**src/rtl/sec_prescaler_pkg.sv**
```systemverilog
package sec_prescaler_pkg;

    // Action taken by the counter on the coming clock edge.
    typedef enum logic [2:0] {
        ACT_HOLD   = 3'd0,  // stopped
        ACT_STEP   = 3'd1,  // ordinary increment
        ACT_WRAP   = 3'd2,  // plain boundary, count to zero, pulse
        ACT_SKIP   = 3'd3,  // positive trim, count to N, pulse
        ACT_REPLAY = 3'd4   // negative trim, rewind, no pulse
    } edge_act_t;

    // Decoded effect of an action on counter state.
    typedef struct packed {
        logic load_trim;   // count takes the trim's low bits
        logic to_zero;     // count clears
        logic incr;        // count increments
        logic fire;        // second update
        logic rep_set;     // replay begins
        logic rep_clr;     // replay ends / trim consumed
    } act_fx_t;

    function automatic act_fx_t decode_act(edge_act_t a);
        act_fx_t fx;
        fx = '0;
        case (a)
            ACT_STEP:   fx.incr = 1'b1;
            ACT_WRAP:   begin fx.to_zero = 1'b1; fx.fire = 1'b1; fx.rep_clr = 1'b1; end
            ACT_SKIP:   begin fx.load_trim = 1'b1; fx.fire = 1'b1; fx.rep_clr = 1'b1; end
            ACT_REPLAY: begin fx.load_trim = 1'b1; fx.rep_set = 1'b1; end
            default:    fx = '0;
        endcase
        return fx;
    endfunction

    // Symmetric clamp of a signed value to +/- lim.
    function automatic int clamp_sym(int v, int lim);
        if (v > lim)
            return lim;
        else if (v < -lim)
            return -lim;
        else
            return v;
    endfunction

endpackage

```
**src/rtl/sp_trim_hold.sv**
```systemverilog
module sp_trim_hold
    import sec_prescaler_pkg::*;
#(
    parameter int CNT_W  = 15,
    parameter int COMP_W = 16
) (
    input  logic                     clk,
    input  logic                     rst,
    input  logic                     load,
    input  logic                     busy,
    input  logic                     consume,
    input  logic [COMP_W-1:0]        val_in,
    output logic signed [COMP_W-1:0] trim_q
);
    localparam int MAG_LIM = (1 << CNT_W) - 1;

    logic signed [COMP_W-1:0] clamped;

    always_comb begin
        clamped = COMP_W'(clamp_sym(int'($signed(val_in)), MAG_LIM));
    end

    always_ff @(posedge clk) begin
        if (rst)
            trim_q <= '0;
        else if (consume)
            trim_q <= '0;
        else if (load && !busy)
            trim_q <= clamped;
    end
endmodule

```
**src/rtl/sp_edge_decide.sv**
```systemverilog
module sp_edge_decide
    import sec_prescaler_pkg::*;
#(
    parameter int COMP_W = 16
) (
    input  logic                     run,
    input  logic                     at_top,
    input  logic                     replay_q,
    input  logic signed [COMP_W-1:0] trim,
    output edge_act_t                act
);
    always_comb begin
        if (!run)
            act = ACT_HOLD;
        else if (!at_top)
            act = ACT_STEP;
        else if (replay_q)
            act = ACT_WRAP;
        else if (trim > 0)
            act = ACT_SKIP;
        else if (trim < 0)
            act = ACT_REPLAY;
        else
            act = ACT_WRAP;
    end
endmodule

```
**src/rtl/sp_count_core.sv**
```systemverilog
module sp_count_core
    import sec_prescaler_pkg::*;
#(
    parameter int CNT_W    = 15,
    parameter int COMP_W   = 16,
    parameter int BUSY_LEN = 8
) (
    input  logic                     clk,
    input  logic                     rst,
    input  edge_act_t                act,
    input  logic signed [COMP_W-1:0] trim,
    output logic [CNT_W-1:0]         cnt_q,
    output logic                     replay_q,
    output logic                     tick_q,
    output logic                     at_top,
    output logic                     busy,
    output logic                     consume
);
    localparam int             TOP_I     = (1 << CNT_W) - 1;
    localparam logic [CNT_W-1:0] TOP_VAL   = CNT_W'(TOP_I);
    localparam logic [CNT_W-1:0] BUSY_FROM = CNT_W'(TOP_I - BUSY_LEN + 1);

    act_fx_t fx;

    always_comb begin
        fx      = decode_act(act);
        at_top  = (cnt_q == TOP_VAL);
        busy    = replay_q || (cnt_q >= BUSY_FROM);
        consume = fx.rep_clr;
    end

    always_ff @(posedge clk) begin
        if (rst) begin
            cnt_q    <= '0;
            replay_q <= 1'b0;
            tick_q   <= 1'b0;
        end else begin
            tick_q <= fx.fire;
            // The trim's low bits hold N for +N and 2^W-N for -N.
            if (fx.load_trim)
                cnt_q <= trim[CNT_W-1:0];
            else if (fx.to_zero)
                cnt_q <= '0;
            else if (fx.incr)
                cnt_q <= cnt_q + 1'b1;
            if (fx.rep_set)
                replay_q <= 1'b1;
            else if (fx.rep_clr)
                replay_q <= 1'b0;
        end
    end
endmodule

```
**src/rtl/sec_prescaler.sv**
```systemverilog
module sec_prescaler
    import sec_prescaler_pkg::*;
#(
    parameter int CNT_W    = 15,
    parameter int COMP_W   = 16,
    parameter int BUSY_LEN = 8
) (
    input  logic              clk,
    input  logic              rst,
    input  logic              run_en,
    input  logic [COMP_W-1:0] comp_val,
    input  logic              comp_load,
    output logic [CNT_W-1:0]  count_o,
    output logic              sec_tick,
    output logic              busy
);
    logic signed [COMP_W-1:0] trim_q;
    logic [CNT_W-1:0]         cnt_q;
    logic                     replay_q;
    logic                     tick_q;
    logic                     at_top;
    logic                     busy_w;
    logic                     consume;
    edge_act_t                act;

    sp_trim_hold #(.CNT_W(CNT_W), .COMP_W(COMP_W)) u_trim (
        .clk     (clk),
        .rst     (rst),
        .load    (comp_load),
        .busy    (busy_w),
        .consume (consume),
        .val_in  (comp_val),
        .trim_q  (trim_q)
    );

    sp_edge_decide #(.COMP_W(COMP_W)) u_decide (
        .run      (run_en),
        .at_top   (at_top),
        .replay_q (replay_q),
        .trim     (trim_q),
        .act      (act)
    );

    sp_count_core #(.CNT_W(CNT_W), .COMP_W(COMP_W), .BUSY_LEN(BUSY_LEN)) u_core (
        .clk      (clk),
        .rst      (rst),
        .act      (act),
        .trim     (trim_q),
        .cnt_q    (cnt_q),
        .replay_q (replay_q),
        .tick_q   (tick_q),
        .at_top   (at_top),
        .busy     (busy_w),
        .consume  (consume)
    );

    assign count_o  = cnt_q;
    assign sec_tick = tick_q;
    assign busy     = busy_w;
endmodule

```
**config.mk**
```make
export PLATFORM = sky130hd
export DESIGN_NAME = sec_prescaler
export DESIGN_NICKNAME = d
export VERILOG_FILES = /design/src/rtl/sec_prescaler_pkg.sv /design/src/rtl/sp_trim_hold.sv /design/src/rtl/sp_edge_decide.sv /design/src/rtl/sp_count_core.sv /design/src/rtl/sec_prescaler.sv
export SDC_FILE = /design/constraint.sdc
export NUM_CORES = 1
export LEC_CHECK = 0
export BUFFER_PORTS_ARGS = -buffer_cell sky130_fd_sc_hd__buf_2
export CAP_MARGIN = 20
export CORE_ASPECT_RATIO = 1.5
export CORE_MARGIN = 2
export CORE_UTILIZATION = 55
export DETAILED_ROUTE_END_ITERATION = 10
export GPL_TIMING_DRIVEN = 0
export HOLD_SLACK_MARGIN = 0.15
export PLACE_DENSITY = 0.84
export SLEW_MARGIN = 15
export SYNTH_ARGS = -nofsm -noshare
export SYNTH_HDL_FRONTEND = slang
export SYNTH_SLANG_ARGS = --single-unit
```
**constraint.sdc**
```tcl
create_clock -name clk -period 2.19 [get_ports clk]
set_input_delay 0.219 -clock clk [delete_from_list [all_inputs] [get_ports clk]]
set_output_delay 0.219 -clock clk [all_outputs]
set_load 0.1 [all_outputs]
```
[After elaboration in Yosys (flattened, before gate mapping)]
Cells that the tools add are included.
Operators by class
  $add $sub $neg: 1
  $lt $le $gt $ge: 5
  equality and inequality tests: 5
  multiplexer cells: 17
  reductions and logical operators: 8
Operators by type and width (count)
  2-to-1 mux 15 bit: 3
  2-to-1 mux 16 bit: 2
  > comparator 16 x 1 -> 1 bit, second input constant: 1
  > comparator 16 bit, second input constant: 1
  < comparator 16 x 1 -> 1 bit, second input constant: 1
  < comparator 16 bit, second input constant: 1
  adder 15 x 1 -> 15 bit, second input constant: 1
  equality test 15 bit, second input constant: 1
  greater-or-equal comparator 15 bit, second input constant: 1
  2-to-1 mux 3 bit: 5
  2-to-1 mux 1 bit: 7
  equality test 3 x 2 -> 1 bit, second input constant: 2
  OR reduction 2 bit: 3
  equality test 3 x 1 -> 1 bit, second input constant: 1
  equality test 3 bit, second input constant: 1
  nonzero test 3 bit: 1
  nonzero test 2 bit: 1
  logical AND 1 bit: 1
  logical NOT 1 bit: 1
  logical OR 1 bit: 1
Word-level totals
  register bits after elaboration: 33
  bits of input ports: 20
  output and inout bits: 17
  logic and storage cells: 40

[Longest topological paths before layout]
Gate-level depths: netlist of run 1.
  depth after elaboration: 11
  gate-level depth with buffers: 8
  gate-level depth less buffers: 5

[Cells and area by module]
From an unflattened synthesis of run 1, not the netlist that was laid out.
Unflattened totals
  cells, all modules: 227
  area, all modules: 1979.4 sq um
By module, submodules not included
  sp_count_core: times used 1, cells each 136, area each 1207.4 sq um, sequential area each 340.3 sq um
  sp_trim_hold: times used 1, cells each 79, area each 690.7 sq um, sequential area each 320.3 sq um
  sp_edge_decide: times used 1, cells each 12, area each 81.3 sq um, sequential area each 0.0 sq um

[Worst setup path after synthesis of run 1]
Ideal clock, no wire load.
  kind: register to register
  from: reg u_core.cnt_q[1]
  to: reg u_trim.trim_q[13]
  setup time: 0.122 ns
  data arrival time: 2.260 ns
  data required time: 2.068 ns
  slack: -0.191 ns
  cell stages (with the launch flop): 8
  path buffers: 2
  period minus slack after synthesis: 2.381 ns
  path through: dfxtp_1 > ha_1 > and3_1 > buf_4 > nand3_2 > o31ai_4 > buf_4 > a21oi_1
On the way
  cells in the longest elaborated chain, start to end: 7
  elaborated cells on any way between the ends: 12
  classes of those cells: order compare (1); eq/ne (3); mux (3); reduce/logical (5)
Ends and longest elaborated chain
  from (decl): line sp_count_core.sv:12  | output logic [CNT_W-1:0] cnt_q,
  from (signal assigned): line sp_count_core.sv:41  | cnt_q <= trim[CNT_W-1:0];
  from (signal assigned): line sp_count_core.sv:45  | cnt_q <= cnt_q + 1'b1;
  equality test 15 bit: line sp_count_core.sv:27  | at_top = (cnt_q == TOP_VAL);
  2-to-1 mux 3 bit: line sp_edge_decide.sv:15  | else if (!at_top)
  2-to-1 mux 3 bit: line sp_edge_decide.sv:13  | if (!run)
  equality test 3 x 2 -> 1 bit: line sec_prescaler_pkg.sv:25  | case (a)
  OR reduction 2 bit (no source line)
  2-to-1 mux 1 bit: line sec_prescaler_pkg.sv:25
  OR reduction 2 bit (no source line)
  to (signal assigned): line sp_trim_hold.sv:29  | trim_q <= clamped;
  to (decl): line sp_trim_hold.sv:13  | output logic signed [COMP_W-1:0] trim_q
Several ways; a longest one is shown, not always the timed one.
A chain may end at the register's enable or synchronous reset.

[Worst setup path in the final report of run 1]
  from: reg u_core.cnt_q[11]
  to: out busy
On the way
  cells in the longest elaborated chain, start to end: 2
Ends and longest elaborated chain
  greater-or-equal comparator 15 bit: line sp_count_core.sv:28  | busy = replay_q || (cnt_q >= BUSY_FROM);
  logical OR 1 bit: line sp_count_core.sv:28
  to (decl): line sec_prescaler.sv:15  | output logic busy
No other way between the ends.

==> qor.csv, run 1 <==
metric;value;unit
Worst setup EP type;primary output;
data arrival time of the critical path;1.88;ns
power density over the cells;618;nW/um^2
Chip Height;76.0;um
num ports;37;
CTS tree;built;
Final min period;2.10;ns
die area;3950;um^2
Fin. Hold Viols;0;
number of buffers created by CTS;5;
top_reg_cell synth;dfxtp_1;
Starting DRT DRC Count;50;
Leak Pwr;0.839;nW
syn_nets;242;
met2 WL;2590;um
Fmax;477;MHz
final period utilization;95.7;%
clock insertion delay at the later pin of the skew report;0.28;ns
post-DP HPWL;3580;um
Placer Congestion;0.827;
max layer used;met4;
fin. max-slew vios;0;
antenna viol nets, final;0;
Fill cells;321;
Total GRT Usage;26.3;%
wirelength, routed;4660;um
Reg clk slew, reported paths;0.07;ns
slack of the critical path;0.0932;ns
first-pass GRT wire length;8110;um
total gr overflow;0;
chip width;52.0;um
Setup Viol. Count Final;0;
met3 WL post-DR;176;um
clock skew;0.00599;ns
Synthesis Warnings;0;
syn_area_per_cell;8.67;um^2
Area growth syn-to-layout;17.2;%
worst slew pin tran;0.476;ns
vias;1861;
Core Area;3350;um^2
critical path fanouts, max;10;
Syn Inst Count;219;
CTS H-tree lvls;2;
Place WS;0.283;ns
Post-synth EDFFs;0;
Final #Nets;283;
Max-slew headroom;67.8;%
Root Buffer;clkbuf_8;
CP Launch Type;flop;
Sum Neg Setup Slack;0;ns
Post-route DRC;0;
Synth Register Bits;33;
floorplan row count;26;
First-pass DRT Iterations;4;
Hold WC Path Type;in -> reg;
pin count of the biggest net entering global routing;11;
Synth cell types;41;
CP Data Required Time;1.97;ns
Via density;6.16;
layout cells sized above 1;28.1;%
Port Buf Inserts;34;
status;finished clean;
RSZ-0062 raised after global routing;no;
WL per Instance;15.4;um
antenna violations before repair;0;
diode count;0;
Seq/Total Area, Yosys;34.8;%
VDD IR max;0.393;mV
Max Cap Violations;0;
Crit Path Category;reg -> out;
clk buf depth;2;
CTS sink cnt;33;
Starting Density;56.6;%
M1 wire length;1790;um
number of global-route vias before repair;1806;
Mapped Area;1900;um^2
asr flop ratio synth;0;%
[what timing repair did]
item | CTS | global route
setup buffers | 0 | 0
resized for setup | 1 | 0
setup endpoints to repair | 1 | 1
hold buffers | 0 | 0
pin swaps | 0 | 1
[worst paths after layout]
kind / from / end / slack, ns / cells after the start
max: u_core.cnt_q[11]$_SDFFE_PP0P_ / busy / 0.09 / 6
min: comp_val[2] / u_trim.trim_q[2]$_SDFFE_PP0P_ / 0.23 / 3
max reg2reg: u_core.cnt_q[0]$_SDFFE_PP0P_ / u_core.cnt_q[11]$_SDFFE_PP0P_ / 0.28 / 8
min reg2reg: u_trim.trim_q[13]$_SDFFE_PP0P_ / u_trim.trim_q[13]$_SDFFE_PP0P_ / 0.50 / 2
[cell type report]
cell class                 count  area [um^2]  share of cell area (%)
buffer                        21          136                    6.13
clock buffer                   7         86.3                    3.88
inverter                       7         26.3                    1.18
multi-input combinational    158         1070                    48.3
sequential                    33          676                    30.4
tap                           42         52.6                    2.36
timing repair buffer          34          173                    7.76
[cells in the final DEF (no fill, tap or decap), drive strengths merged, types with 4 or more instances in the layout]
cell type  Yosys  final
dfxtp         33     33
nor4           9      9
nand3          6      6
a311oi         4      4
nand4b        14     14
a211oi         4      4
clkbuf         6     13
a21oi         23     23
xor2           5      5
inv            7      7
nand4         16     16
xnor2          6      6
o21ai         25     25
nor2           7      7
and3           4      4
buf           15     49
a41oi          6      6
and2           4      4
[cell families after synthesis]
family,count (synthesis),synth area share (%)
and+or+nand+nor,73,25.1
buffers and inverters,28,8.57
DFF,33,34.8
xor gates and xnor gates,11,5.08
adders and majority gates,3,1.98
AOI/OAI and AO/OA,71,24.5
[Yosys cell counts (all sizes together), types with 2 or more instances]
master  number  area [um^2]
nand4       16          100
and4         2         17.5
nand4b      14          123
nor2         7         26.3
o21ai       25          125
inv          7         26.3
a311oi       4         35.0
ha           3         37.5
o21ba        2         20.0
a31oi        2         12.5
nand2        2         15.0
a211oi       4         30.0
and3         4         25.0
xnor2        6         52.6
nor3         3         15.0
a41oi        6         71.3
a21oi       23          115
nand3        6         35.0
dfxtp       33          661
buf         15          114
nor4         9         56.3
clkbuf       6         22.5
nor2b        3         18.8
and2         4         25.0
xor2         5         43.8
[state kept, by name (all words and copies together), names as in the netlist]
signal	flops
u_trim.trim_q	16
u_core.tick_q	1
u_core.cnt_q	15
u_core.replay_q	1
[power breakdown]
group          switching, mW  internal [mW]  total (mW)
logic                  0.177         0.0783       0.256
clock network          0.213          0.249       0.463
registers             0.0269          0.629       0.656
[worst max-delay path: stages, from the launching register on]
cell and delay [ns]:
dfxtp_2 0.34, and4_1 0.20, buf_4 0.16, a41oi_4 0.39, inv_2 0.11, buf_6 0.16, buf_4 0.23
[metrics by stage]
step                instance area (um^2)  hold WS (ns)  total power, mW  util [%]  std cells
finish                              2220         0.228             1.37      66.4        302
global route                        2220         0.231             1.42      66.4        302
CTS                                 2220         0.229             1.38      66.4        302
detailed placement                  2140         0.488            0.923      63.7        295
global placement                    2140         0.479            0.917      63.7        295
floorplan                           1910         0.396            0.860         -        219
[metal layers]
layer | vias to the layer above | track usage [%]
met3 | 9 | 4.53
met1 | 872 | 29.1
li1 | 921 | -
met4 | 0 | 9.47
met5 | - | 0
met2 | 59 | 47.8
Power figures use the tool's default switching activity.
==> inputs of run 2 (changes only) <==
--- a/config.mk
+++ b/config.mk
@@ -13,8 +13,9 @@
 export DETAILED_ROUTE_END_ITERATION = 10
 export GPL_TIMING_DRIVEN = 0
 export HOLD_SLACK_MARGIN = 0.15
-export PLACE_DENSITY = 0.84
+export PLACE_DENSITY = 0.83
 export SLEW_MARGIN = 15
 export SYNTH_ARGS = -nofsm -noshare
 export SYNTH_HDL_FRONTEND = slang
+export SYNTH_HIERARCHICAL = 1
 export SYNTH_SLANG_ARGS = --single-unit
==> qor.csv, run 2 <==
metric;value;unit
vias;2328;
slack of the critical path;-0.519;ns
leading cell type by number of instances after synthesis;dfxtp_1;
CTS Hold Bufs;0;
first-pass GRT wire length;10100;um
Synthesis Warnings;6;
critical path fanouts, max;8;
power density over the cells;458;nW/um^2
clk buf depth;2;
Setup Viol. Count Final;32;
Placer Congestion;0.883;
Root Buffer;clkbuf_8;
Gate power share;21.2;%
Switching Share;31.0;%
registers with the most flip-flops;u_trim/trim_q: 16 flops, u_core/cnt_q: 15 flops;
most frequent cells in the layout;buf_2, buf_4, nand2_1;
Syn Inst Count;227;
die area;4100;um^2
Clk pwr share;32.8;%
Post-synth top cells;dfxtp_1, nand2_1, a21oi_1, nand3b_1, nor2_1;
R2R depth;12;
Hold Path End;u_trim/trim_q[0]$_SDFFE_PP0P_;
commonest non-fill, non-tap cell in the layout;buf_2;
RSZ-0062 raised after global routing;yes;
r2r setup slk;-0.52;ns
worst reg2reg path endpoint;u_core/cnt_q[13]$_SDFFE_PP0P_;
Synth cell types;58;
Chip Height;77.5;um
First-pass DRT Iterations;5;
CTS sink cnt;33;
Core Area;3420;um^2
Yosys top cell by area;dfxtp_1;
number of global-route vias before repair;2143;
Starting Density;57.9;%
sequential share of power;46.0;%
end-of-flow core utilization;88.0;%
Synth top area share;33.4;%
num ports;37;
syn_area_per_cell;8.72;um^2
Reg clk slew, reported paths;0.08;ns
Post-synth EDFFs;0;
wirelength, routed;7530;um
Final #Nets;333;
Total GRT Usage;33.1;%
Fin. Hold Viols;0;
Critical R2R Launch;u_core/cnt_q[9]$_SDFFE_PP0P_;
Final min period;2.71;ns
number of buffers created by CTS;5;
antenna violations before repair;0;
status;complete, but fails checks;
Starting DRT DRC Count;128;
antenna viol nets, final;0;
Sw Pwr;428;uW
pin count of the biggest net entering global routing;12;
Leak Pwr;1.18;nW
Hold WC Path Type;in -> reg;
total gr overflow;0;
layout cells sized above 1;51.8;%
WL per Instance;21.3;um
Synth Register Bits;33;
worst slew pin tran;0.567;ns
P_int;950;uW
Via density;6.59;
Mapped Area;1980;um^2
Max Cap Violations;0;
CTS H-tree lvls;2;
Fmax;369;MHz
flip-flop count of the largest register after layout;16;
final period utilization;124;%
asr flop ratio synth;0;%
Area growth syn-to-layout;51.9;%
fin. max-slew vios;0;
synth top area cells;dfxtp_1, nand3b_1, nand2_1;
post-DP HPWL;3790;um
Place WS;-0.686;ns
top_reg_cell synth;dfxtp_1;
Max-slew headroom;62.2;%
clock insertion delay at the later pin of the skew report;0.30;ns
Top reg by flops;u_trim/trim_q;
floorplan row count;26;
Worst setup EP type;flop;
violated checks;negative setup slack;
Crit Path Category;reg -> reg;
hold path startpoint;comp_val[0];
data arrival time of the critical path;2.86;ns
Post-route DRC;0;
CP Launch Type;flop;
clock skew;0.0131;ns
diode count;0;
CTS tree;built;
hold path cells;3;
VDD IR max;0.516;mV
syn_nets;250;
Hold Slack;0.192;ns
Seq/Total Area, Yosys;33.4;%
chip width;53.0;um
CP Data Required Time;2.34;ns
Port Buf Inserts;36;
[run 2: cell count changes after synthesis, sizes merged, moves of 4 or more]
cell | before | now
a311oi | 4 | 0
nand3b | 0 | 16
nor4 | 9 | 13
a41oi | 6 | 0
nand2 | 2 | 27
o21ai | 25 | 3
nand4b | 14 | 2
nor3 | 3 | 10
nand4 | 16 | 4
a22o | 0 | 7
nor2 | 7 | 13
buf | 15 | 9
[run 2: per-stage QoR]
| step | area [um^2] | TNS, ns | power (mW) | cells |
|---|---|---|---|---|
| floorplan | 2060 | -13.79 | 0.793 | 227 |
| global placement | 2290 | -17.55 | 0.847 | 305 |
| detailed placement | 2290 | -17.68 | 0.851 | 305 |
| CTS | 2680 | -4.30 | 1.32 | 337 |
| global route | 3010 | -12.86 | 1.42 | 353 |
| finish | 3010 | -9.62 | 1.38 | 353 |
[run 2: critical path, cell delays in order, from the launching register on]
cell	delay, ns
dfxtp_4	0.37
nand4_1	0.18
nor4_4	0.31
and3_4	0.26
nand2_4	0.05
nor3b_2	0.14
buf_4	0.16
buf_4	0.11
or2b_4	0.15
inv_8	0.05
a22o_1	0.21
a222oi_1	0.43
o22ai_1	0.14
[run 2: timing repair]
action                     CTS  global route
gates cloned                 1             1
setup buffers               24            16
gates resized for setup     27            41
pin swaps                   17            21
setup endpoints to repair   34            33
[run 2: cell families after synthesis]
logic type               share of synthesized area, %
AND/OR/NAND/NOR                                  34.6
AO/OA/AOI/OAI                                    19.3
flip-flops                                       33.4
buffers and inverters                            6.64
XOR/XNOR                                         3.10
adder cells (fa/ha/maj)                          1.90
multiplexers                                     1.01
[run 2: final cells by class]
class | count | area (um^2)
Tap cell | 42 | 52.6
Timing Repair Buffer | 77 | 574
Multi-Input combinational cell | 173 | 1450
Buffer | 11 | 96.3
Sequential cell | 33 | 708
Clock inverter | 2 | 11.3
Clock buffer | 6 | 72.6
Fill cell | 178 | 409
Inverter | 9 | 41.3
[run 2: power groups by stage]
stage               clock (mW)  combinational, mW  sequential, mW
floorplan                    0              0.116           0.677
global placement             0              0.199           0.648
detailed placement           0              0.202           0.649
CTS                      0.448              0.238           0.632
global route             0.475              0.307           0.636
finish                   0.452              0.292           0.635
[run 2: per-layer routing]
layer / GRT usage [%] / up-vias / wire, um
li1: - / 1020 / -
met1: 38.0 / 1110 / 2670
met2: 55.1 / 153 / 3890
met3: 7.31 / 45 / 588
met4: 17.7 / 0 / 385
met5: 0 / - / 0
[run 2: worst max path at each step]
stage / startpoint / to / slack (ns) / cells after the start
6_report: u_core/cnt_q[9]$_SDFFE_PP0P_ / u_core/cnt_q[13]$_SDFFE_PP0P_ / -0.52 / 12
5_1_grt: u_core/cnt_q[9]$_SDFFE_PP0P_ / u_core/cnt_q[13]$_SDFFE_PP0P_ / -0.60 / 12
4_1_cts: u_core/cnt_q[0]$_SDFFE_PP0P_ / u_core/cnt_q[8]$_SDFFE_PP0P_ / -0.37 / 12
3_5_place_dp: u_core/cnt_q[9]$_SDFFE_PP0P_ / u_core/cnt_q[9]$_SDFFE_PP0P_ / -0.69 / 11
3_3_place_gp: u_core/cnt_q[9]$_SDFFE_PP0P_ / u_core/cnt_q[9]$_SDFFE_PP0P_ / -0.67 / 11
2_1_floorplan: u_core/cnt_q[4]$_SDFFE_PP0P_ / u_core/cnt_q[8]$_SDFFE_PP0P_ / -0.58 / 11
==> inputs of run 3 (changes only) <==
--- a/config.mk
+++ b/config.mk
@@ -10,6 +10,7 @@
 export CORE_ASPECT_RATIO = 1.5
 export CORE_MARGIN = 2
 export CORE_UTILIZATION = 55
+export CTS_BUF_LIST = sky130_fd_sc_hd__clkbuf_8
 export DETAILED_ROUTE_END_ITERATION = 10
 export GPL_TIMING_DRIVEN = 0
 export HOLD_SLACK_MARGIN = 0.15
==> qor.csv, run 3 (synthesis gave the netlist of run 2 again) <==
metric;value;unit
post-DP HPWL;3790;um
Chip Height;77.5;um
clock skew;0.0147;ns
die area;4100;um^2
num ports;37;
Via density;6.60;
diode count;0;
status;complete, but fails checks;
First-pass DRT Iterations;4;
Hold Slack;0.193;ns
CTS H-tree lvls;2;
chip width;53.0;um
Starting DRT DRC Count;124;
wirelength, routed;7540;um
Final #Nets;333;
Core Area;3420;um^2
Max-slew headroom;62.6;%
VDD IR max;0.518;mV
floorplan row count;26;
Place WS;-0.686;ns
antenna violations before repair;0;
Fmax;372;MHz
Max Cap Violations;0;
first-pass GRT wire length;10100;um
total gr overflow;0;
slowest cell on the critical path;a222oi_1;
layout cells sized above 1;51.8;%
Worst setup EP type;flop;
Area growth syn-to-layout;51.9;%
worst slew pin tran;0.562;ns
Fin. Hold Viols;0;
CP Data Required Time;2.34;ns
most frequent cells in the layout;buf_2, buf_4, nand2_1;
RSZ-0062 raised after global routing;yes;
final period utilization;123;%
Root Buffer;clkbuf_8;
crit-path cells;nand4_1, nor4_4, and3_4, nand2_4, nor3b_2, buf_4, buf_4, or2b_4, inv_8, a22o_1, a222oi_1, o22ai_1;
CTS sink cnt;33;
clock insertion delay at the later pin of the skew report;0.30;ns
WL per Instance;21.4;um
antenna viol nets, final;0;
Total GRT Usage;33.1;%
flip-flop count of the largest register after layout;16;
Top reg by flops;u_trim/trim_q;
Final min period;2.69;ns
Hold WC Path Type;in -> reg;
Port Buf Inserts;36;
CTS tree;built;
Crit Path Category;reg -> reg;
Setup Viol. Count Final;32;
commonest non-fill, non-tap cell in the layout;buf_2;
CP Launch Type;flop;
Reg clk slew, reported paths;0.08;ns
clk buf depth;2;
pin count of the biggest net entering global routing;12;
total power;1.37;mW
vias;2329;
power density over the cells;457;nW/um^2
critical path fanouts, max;8;
slack of the critical path;-0.501;ns
number of global-route vias before repair;2143;
number of buffers created by CTS;5;
Placer Congestion;0.883;
data arrival time of the critical path;2.84;ns
most used cell along the critical path;buf_4;
violated checks;negative setup slack;
Leak Pwr;1.18;nW
registers with the most flip-flops;u_trim/trim_q: 16 flops, u_core/cnt_q: 15 flops;
Post-route DRC;0;
Worst path max stage delay;0.42;ns
fin. max-slew vios;0;
Starting Density;57.9;%
-- run 3: changes by cell type in the layout (fill, tap and decap cells not counted), sizes merged --
cell / previous run / this run
clkbuf: 10 / 9
inv: 9 / 10
-- run 3: worst paths after layout --
path                            startpoint                             to  slack, ns  cells past startpoint
min                            comp_val[0]  u_trim/trim_q[0]$_SDFFE_PP0P_       0.19                      3
min reg2reg  u_trim/trim_q[4]$_SDFFE_PP0P_  u_trim/trim_q[4]$_SDFFE_PP0P_       0.49                      2
max reg2reg   u_core/cnt_q[9]$_SDFFE_PP0P_  u_core/cnt_q[13]$_SDFFE_PP0P_      -0.50                     12
max           u_core/cnt_q[9]$_SDFFE_PP0P_  u_core/cnt_q[13]$_SDFFE_PP0P_      -0.50                     12
-- run 3: critical path, delay by kind of cell (launching register included) --
family / cells / cell delay (ns)
buffers and inverters: 3 / 0.32
and+or+nand+nor: 6 / 1.07
DFF: 1 / 0.37
AOI/OAI and AO/OA: 3 / 0.77
-- run 3: layer usage --
metal | part of all wire [%] | vias up | GRT usage, % | wire length, um
li1 | - | 1021 | - | -
met3 | 8.0 | 49 | 7.31 | 601
met2 | 51 | 158 | 55.1 | 3840
met4 | 5.9 | 0 | 17.7 | 448
met5 | 0 | - | 0 | 0
met1 | 35 | 1101 | 38.0 | 2650
-- run 3: area by class of cell --
cell class / instances / area, um^2
Multi-Input combinational cell: 173 / 1450
Sequential cell: 33 / 708
Timing Repair Buffer: 77 / 574
Fill cell: 178 / 409
Buffer: 11 / 96.3
Clock buffer: 5 / 68.8
Tap cell: 42 / 52.6
Inverter: 9 / 41.3
Clock inverter: 3 / 15.0
-- run 3: stage by stage --
step	std cells	cell area [um^2]	setup TNS, ns	utilization, %
3_5_place_dp	305	2290	-17.68	67.1
5_1_grt	353	3010	-12.88	88.0
3_3_place_gp	305	2290	-17.55	67.1
2_1_floorplan	227	2060	-13.79	-
4_1_cts	337	2680	-4.30	78.5
6_report	353	3010	-9.38	88.0
-- run 3: timing repair --
action / CTS / global route
endpoints found under the setup margin: 34 / 33
cloned: 1 / 1
setup buffers: 24 / 16
hold buffers: 0 / 0
gates resized for setup: 27 / 41
pin swaps: 17 / 21
-- run 3: report_power, final --
group | internal (mW) | switching, mW
clock network | 0.216 | 0.232
logic | 0.122 | 0.170
registers | 0.609 | 0.0260
total | 0.946 | 0.428
